`config.mk`:
```
export PLATFORM = sky130hd
export DESIGN_NAME = mem_map_ctrl
export DESIGN_NICKNAME = d
export VERILOG_FILES = /design/src/rtl/mmap_pkg.sv /design/src/rtl/mmap_regs.sv /design/src/rtl/ovl_gate.sv /design/src/rtl/fetch_wait.sv /design/src/rtl/mem_map_ctrl.sv
export SDC_FILE = /design/constraint.sdc
export NUM_CORES = 1
export LEC_CHECK = 0
export BUFFER_PORTS_ARGS = -buffer_cell sky130_fd_sc_hd__buf_2
export CORE_UTILIZATION = 30
export DETAILED_ROUTE_END_ITERATION = 16
export PLACE_DENSITY_LB_ADDON = 0.1
export RECOVER_POWER = 50
export SYNTH_ARGS = -nofsm -noshare
export SYNTH_HDL_FRONTEND = slang
export SYNTH_SLANG_ARGS = --single-unit
```
`constraint.sdc`:
```
create_clock -name clk -period 1.3 [get_ports clk]
set_clock_uncertainty 0.2 [all_clocks]
set_input_delay 0.195 -clock clk [delete_from_list [all_inputs] [get_ports clk]]
set_output_delay 0.195 -clock clk [all_outputs]
set_load 0.01 [all_outputs]
```
`src/rtl/mmap_pkg.sv`:
```
package mmap_pkg;

  typedef logic [7:0] port_t;

  localparam port_t PORT_SUB  = 8'hFC;
  localparam port_t PORT_MAP  = 8'hFD;
  localparam port_t PORT_SW   = 8'hFE;
  localparam port_t PORT_STAT = 8'hFF;

  typedef struct packed {
    logic [1:0] bank;
    logic       ovl2;
    logic       ovl1;
  } map_t;

  typedef struct packed {
    logic srst;
    logic breq;
  } sub_t;

  localparam map_t MAP_RST = '{bank: 2'b00, ovl2: 1'b0, ovl1: 1'b0};
  localparam sub_t SUB_RST = '{srst: 1'b0, breq: 1'b1};

  function automatic logic in_window(input logic [15:0] a,
                                     input logic [15:0] lo,
                                     input logic [15:0] hi);
    return (a >= lo) && (a <= hi);
  endfunction

  function automatic logic ras_permitted(input logic mode, input logic ov1,
                                         input logic hit1, input logic ov2,
                                         input logic hit2);
    return mode || !((ov1 && hit1) || (ov2 && hit2));
  endfunction

endpackage

```
`src/rtl/mmap_regs.sv`:
```
module mmap_regs
  import mmap_pkg::*;
#(
  parameter int DATA_W = 8,
  parameter int SW_W   = 5
) (
  input  logic              clk,
  input  logic              rst_n,
  input  logic [7:0]        io_addr,
  input  logic [DATA_W-1:0] din,
  input  logic              iorq_n,
  input  logic              rd_n,
  input  logic              wr_n,
  input  logic [SW_W-1:0]   sw,
  input  logic              sub_ack,
  input  logic              sub_rdy,
  output map_t              map_q,
  output sub_t              sub_q,
  output logic [DATA_W-1:0] dout,
  output logic              dout_en
);
  localparam int MAP_W = $bits(map_t);
  localparam int SUB_W = $bits(sub_t);

  logic wr_act, rd_act, map_wr, sub_wr, port_hit;

  assign wr_act   = !iorq_n && !wr_n;
  assign rd_act   = !iorq_n && !rd_n;
  assign map_wr   = wr_act && (io_addr == PORT_MAP);
  assign sub_wr   = wr_act && (io_addr == PORT_SUB);
  assign port_hit = (io_addr == PORT_SUB) || (io_addr == PORT_MAP) ||
                    (io_addr == PORT_SW)  || (io_addr == PORT_STAT);

  always_ff @(posedge clk or negedge rst_n) begin
    if (!rst_n) begin
      map_q <= MAP_RST;
      sub_q <= SUB_RST;
    end else begin
      if (map_wr) map_q <= map_t'(din[MAP_W-1:0]);
      if (sub_wr) sub_q <= sub_t'(din[SUB_W-1:0]);
    end
  end

  always_comb begin
    dout = '0;
    if (rd_act) begin
      unique case (io_addr)
        PORT_SUB:  dout[SUB_W-1:0] = sub_q;
        PORT_MAP:  dout[MAP_W-1:0] = map_q;
        PORT_SW:   dout[SW_W-1:0]  = sw;
        PORT_STAT: dout[1:0]       = {sub_rdy, sub_ack};
        default:   dout            = '0;
      endcase
    end
  end

  assign dout_en = rd_act && port_hit;

  p_map_hold_r4: assert property (@(posedge clk) disable iff (!rst_n)
    !map_wr |=> $stable(map_q));
  p_sub_hold_r4: assert property (@(posedge clk) disable iff (!rst_n)
    !sub_wr |=> $stable(sub_q));
  p_rd_quiet_r5: assert property (@(posedge clk) disable iff (!rst_n)
    !rd_act |-> (!dout_en && dout == '0));

endmodule

```
`src/rtl/ovl_gate.sv`:
```
module ovl_gate
  import mmap_pkg::*;
#(
  parameter int          ADDR_W  = 16,
  parameter logic [15:0] OV1_LO  = 16'h4000,
  parameter logic [15:0] OV1_HI  = 16'h7FFF,
  parameter logic [15:0] OV2_LO  = 16'h8000,
  parameter logic [15:0] OV2_HI  = 16'hBFFF
) (
  input  logic [ADDR_W-1:0] addr,
  input  map_t              map_q,
  input  logic              sd_mode,
  output logic              hit1,
  output logic              hit2,
  output logic              ras_en
);
  assign hit1   = in_window(addr, OV1_LO, OV1_HI);
  assign hit2   = in_window(addr, OV2_LO, OV2_HI);
  assign ras_en = ras_permitted(sd_mode, map_q.ovl1, hit1, map_q.ovl2, hit2);
endmodule

```
`src/rtl/fetch_wait.sv`:
```
module fetch_wait (
  input  logic clk,
  input  logic rst_n,
  input  logic m1_n,
  input  logic mreq_n,
  input  logic wait_en,
  output logic wait_n
);
  logic fetch, armed, start, wait_q;

  assign fetch = !m1_n && !mreq_n;
  assign start = fetch && armed;

  always_ff @(posedge clk or negedge rst_n) begin
    if (!rst_n) begin
      armed  <= 1'b1;
      wait_q <= 1'b0;
    end else begin
      wait_q <= start && wait_en;
      if (m1_n)       armed <= 1'b1;
      else if (start) armed <= 1'b0;
    end
  end

  assign wait_n = !wait_q;

  p_wait_one_clk_r9: assert property (@(posedge clk) disable iff (!rst_n)
    wait_q |=> !wait_q);
  p_wait_cause_r9: assert property (@(posedge clk) disable iff (!rst_n)
    $rose(wait_q) |-> $past(fetch && wait_en));
  p_no_retrigger_r10: assert property (@(posedge clk) disable iff (!rst_n)
    $rose(wait_q) |-> $past(armed));

endmodule

```
`src/rtl/mem_map_ctrl.sv`:
```
module mem_map_ctrl
  import mmap_pkg::*;
#(
  parameter int ADDR_W = 16,
  parameter int DATA_W = 8,
  parameter int SW_W   = 5
) (
  input  logic              clk,
  input  logic              rst_n,
  input  logic [ADDR_W-1:0] addr,
  input  logic [DATA_W-1:0] din,
  output logic [DATA_W-1:0] dout,
  output logic              dout_en,
  input  logic              iorq_n,
  input  logic              mreq_n,
  input  logic              rd_n,
  input  logic              wr_n,
  input  logic              m1_n,
  input  logic              sd_mode,
  input  logic              wait_en,
  input  logic [SW_W-1:0]   sw,
  input  logic              sub_ack,
  input  logic              sub_rdy,
  output logic              ovl1_en,
  output logic              ovl2_en,
  output logic [1:0]        bank_sel,
  output logic              sub_breq,
  output logic              sub_rst,
  output logic              ram_ras_en,
  output logic              wait_n
);
  map_t map_q;
  sub_t sub_q;
  logic hit1, hit2;

  mmap_regs #(.DATA_W(DATA_W), .SW_W(SW_W)) u_regs (
    .clk(clk), .rst_n(rst_n), .io_addr(addr[7:0]), .din(din),
    .iorq_n(iorq_n), .rd_n(rd_n), .wr_n(wr_n), .sw(sw),
    .sub_ack(sub_ack), .sub_rdy(sub_rdy), .map_q(map_q), .sub_q(sub_q),
    .dout(dout), .dout_en(dout_en)
  );

  ovl_gate #(.ADDR_W(ADDR_W)) u_gate (
    .addr(addr), .map_q(map_q), .sd_mode(sd_mode),
    .hit1(hit1), .hit2(hit2), .ras_en(ram_ras_en)
  );

  fetch_wait u_wait (
    .clk(clk), .rst_n(rst_n), .m1_n(m1_n), .mreq_n(mreq_n),
    .wait_en(wait_en), .wait_n(wait_n)
  );

  assign ovl1_en  = map_q.ovl1;
  assign ovl2_en  = map_q.ovl2;
  assign bank_sel = map_q.bank;
  assign sub_breq = sub_q.breq;
  assign sub_rst  = sub_q.srst;

  p_gate_mode_r8: assert property (@(posedge clk) disable iff (!rst_n)
    !ram_ras_en |-> !sd_mode);
  p_gate_cause_r6: assert property (@(posedge clk) disable iff (!rst_n)
    !ram_ras_en |-> ((ovl1_en && hit1) || (ovl2_en && hit2)));
  p_gate_open_r7: assert property (@(posedge clk) disable iff (!rst_n)
    (!hit1 && !hit2) |-> ram_ras_en);

endmodule

```
==> results.sh <==
export IMPL_period_needed_ns=1.73
export IMPL_clock_root_buffer="clkbuf_4"
export IMPL_setup_viol=14
export IMPL_placedCellCount=114
export IMPL_route_vias_total=606
export IMPL_fmax_mhz=579
export IMPL_ys_seq_elements=8
export IMPL_via_per_inst=4.63
export IMPL_fill_cells=118
export IMPL_grt_first_pass_wirelength_mm=2.59
export IMPL_r2r_slack_ns=-0.09
export IMPL_cap_violations=0
export IMPL_track_usage_pct=18.8
export IMPL_place_congestion=0.749
export IMPL_status="finished, violations left"
export IMPL_dp_hpwl_mm=1.12
export IMPL_syn_inst=47
export IMPL_place_area_um2=857
export IMPL_slew_viol_final=0
export IMPL_reg2reg_depth=5
export IMPL_fp_dieW_um=43.8
export IMPL_clock_latency_ns=0.25
export IMPL_cp_max_fo=2
export IMPL_layout_setup_ws_ns=-0.426
export IMPL_worstSetupEndpointType="output pin"
export IMPL_fin_area_um2=1170
export IMPL_cp_required_ns=0.90
export IMPL_synth_seq_area_share_pct=38.7
export IMPL_netlist_area_um2=524
export IMPL_core_um2=1580
export IMPL_clock_path_buffers=2
export IMPL_synth_edff_count=0
export IMPL_antenna_found_initial=0
export IMPL_r2r_end="u_regs.map_q[0]"
export IMPL_rsz0062_at_grt="true"
export IMPL_io_buffers=43
export IMPL_power_uw=635
export IMPL_drc=4
export IMPL_grt_pass1_vias=646
export IMPL_clkTransAtPathRegs_ns=0.06
export IMPL_synth_warnings=0
export IMPL_diodes=0
export IMPL_htree_levels=1
export IMPL_violations="design-rule violations, negative setup slack"
export IMPL_overflow=0
export IMPL_antenna_left=0
export IMPL_fin_cells=131
export IMPL_cts_tree="done"
export IMPL_min_delay_path_class="input port to async pin"
export IMPL_fp_dieH_um=43.8
export IMPL_die_area_um2=1920
export IMPL_leakage_nw=0.581
export IMPL_hold_viol=0
export IMPL_worstPathArrival_ns=1.33
export IMPL_vdd_ir_drop_max_uv=478
export IMPL_layout_commonest_cell="buf_2"
export IMPL_drive_gt1_share_pct=75.7
export IMPL_r2r_start="u_regs.map_q[0]"
export IMPL_ys_types=25
export IMPL_ys_flop_type="dfrtp_1"
export IMPL_numCtsBuffers=3
export IMPL_drt_wl_total_mm=1.59
export IMPL_wire_per_inst_um=12.2
export IMPL_start_util_pct=33.3
export IMPL_area_delta_synth_final_pct=123
export IMPL_syn_area_per_cell_um2=11.2
export IMPL_power_density_nw_per_um2=542
export IMPL_path_class="flop to output pin"
export IMPL_utilization_pct=74.3
export IMPL_drt_pass1_iter_count=9
export IMPL_final_cell_mix="buf_2, buf_6, buf_4"
export IMPL_rows=14
export IMPL_place_ws_ns=-0.377
export IMPL_async_flop_share_pct=100
export IMPL_fin_crit_sh_pct=133
export IMPL_first_iter_violations=5
export IMPL_start_kind="flop"
export IMPL_grt_max_degree=9
export IMPL_nNetsFinal=157
export IMPL_clock_sinks=8
export IMPL_ios=57
==> report_power, final <==
| part | switching (mW) | internal (mW) |
|---|---|---|
| Sequential | 0.00486 | 0.260 |
| Clock | 0.0856 | 0.106 |
| Combinational | 0.0647 | 0.114 |
| Total | 0.155 | 0.480 |
==> cell families (layout without fill, tap and decap cells) <==
group	after synthesis	in the layout	synth area share (%)
AO/OA/AOI/OAI	4	4	5.25
AND/OR/NAND/NOR	19	19	22.4
flip-flops	8	8	38.7
buffers and inverters	7	73	7.16
multiplexers	8	8	25.8
other	1	3	0.715
==> routing by layer <==
metal	wire (µm)	track usage [%]	up-vias
met3	76	1.25	0
met5	0	0	-
met2	952	38.5	24
met1	564	18.2	285
met4	0	9.38	0
li1	-	-	297
==> synthesized netlist by cell type (all sizes together) (2+ instances only) <==
| cell type | number | area share, % |
|---|---|---|
| a22oi | 2 | 2.9 |
| buf | 3 | 4.3 |
| dfrtp | 6 | 29 |
| dfstp | 2 | 10 |
| inv | 3 | 2.1 |
| mux2 | 6 | 16 |
| mux4 | 2 | 10 |
| nand2 | 4 | 2.9 |
| nor2 | 3 | 2.1 |
| nor2b | 3 | 3.6 |
| nor3 | 2 | 2.9 |
==> timing repair <==
| action | CTS | global route |
|---|---|---|
| hold buffers | 8 | 0 |
| setup endpoints to repair | 16 | 17 |
| gates resized for setup | 27 | 7 |
| buffers inserted | 8 | 2 |
| endpoints found under the hold margin | 15 | 0 |
| pin swaps | 3 | 0 |
==> stage by stage <==
| stage | hold slack [ns] | setup TNS (ns) |
|---|---|---|
| 2_1_floorplan | -0.301 | -1.57 |
| 3_3_place_gp | -0.158 | -4.16 |
| 3_5_place_dp | -0.156 | -4.13 |
| 4_1_cts | 0.100 | -2.87 |
| 5_1_grt | 0.220 | -3.78 |
| 6_report | 0.185 | -3.23 |
==> how the worst max path moves through the flow <==
stage                    startpoint               to  slack (ns)  depth (start not counted)
floorplan                   addr[1]  u_regs.map_q[0]       -0.19                          3
global placement            addr[3]          dout[0]       -0.36                          6
detailed placement          addr[1]  u_regs.map_q[1]       -0.38                          4
CTS                 u_regs.sub_q[1]          dout[1]       -0.45                          3
global route        u_regs.sub_q[1]          dout[1]       -0.46                          3
finish              u_regs.sub_q[1]          dout[1]       -0.43                          3
==> layout make-up <==
cell class	instances	area, µm²	share of cell area, %
Timing Repair Buffer	67	537	45.8
Multi-Input combinational cell	34	373	31.8
Sequential cell	8	203	17.3
Clock buffer	3	22.5	1.92
Tap cell	16	20.0	1.71
Inverter	3	16.3	1.39
==> registers in the layout, summed over array words and instances (netlist names) <==
signal / count
u_regs.map_q: 4
u_wait.wait_q: 1
u_wait.armed: 1
u_regs.sub_q: 2
==> worst max-delay path, stage by stage (launching register included) <==
cell	delay, ns
dfrtp_1	0.38
mux4_2	0.45
nor2b_4	0.14
buf_6	0.11
Power figures use the tool's default switching activity.
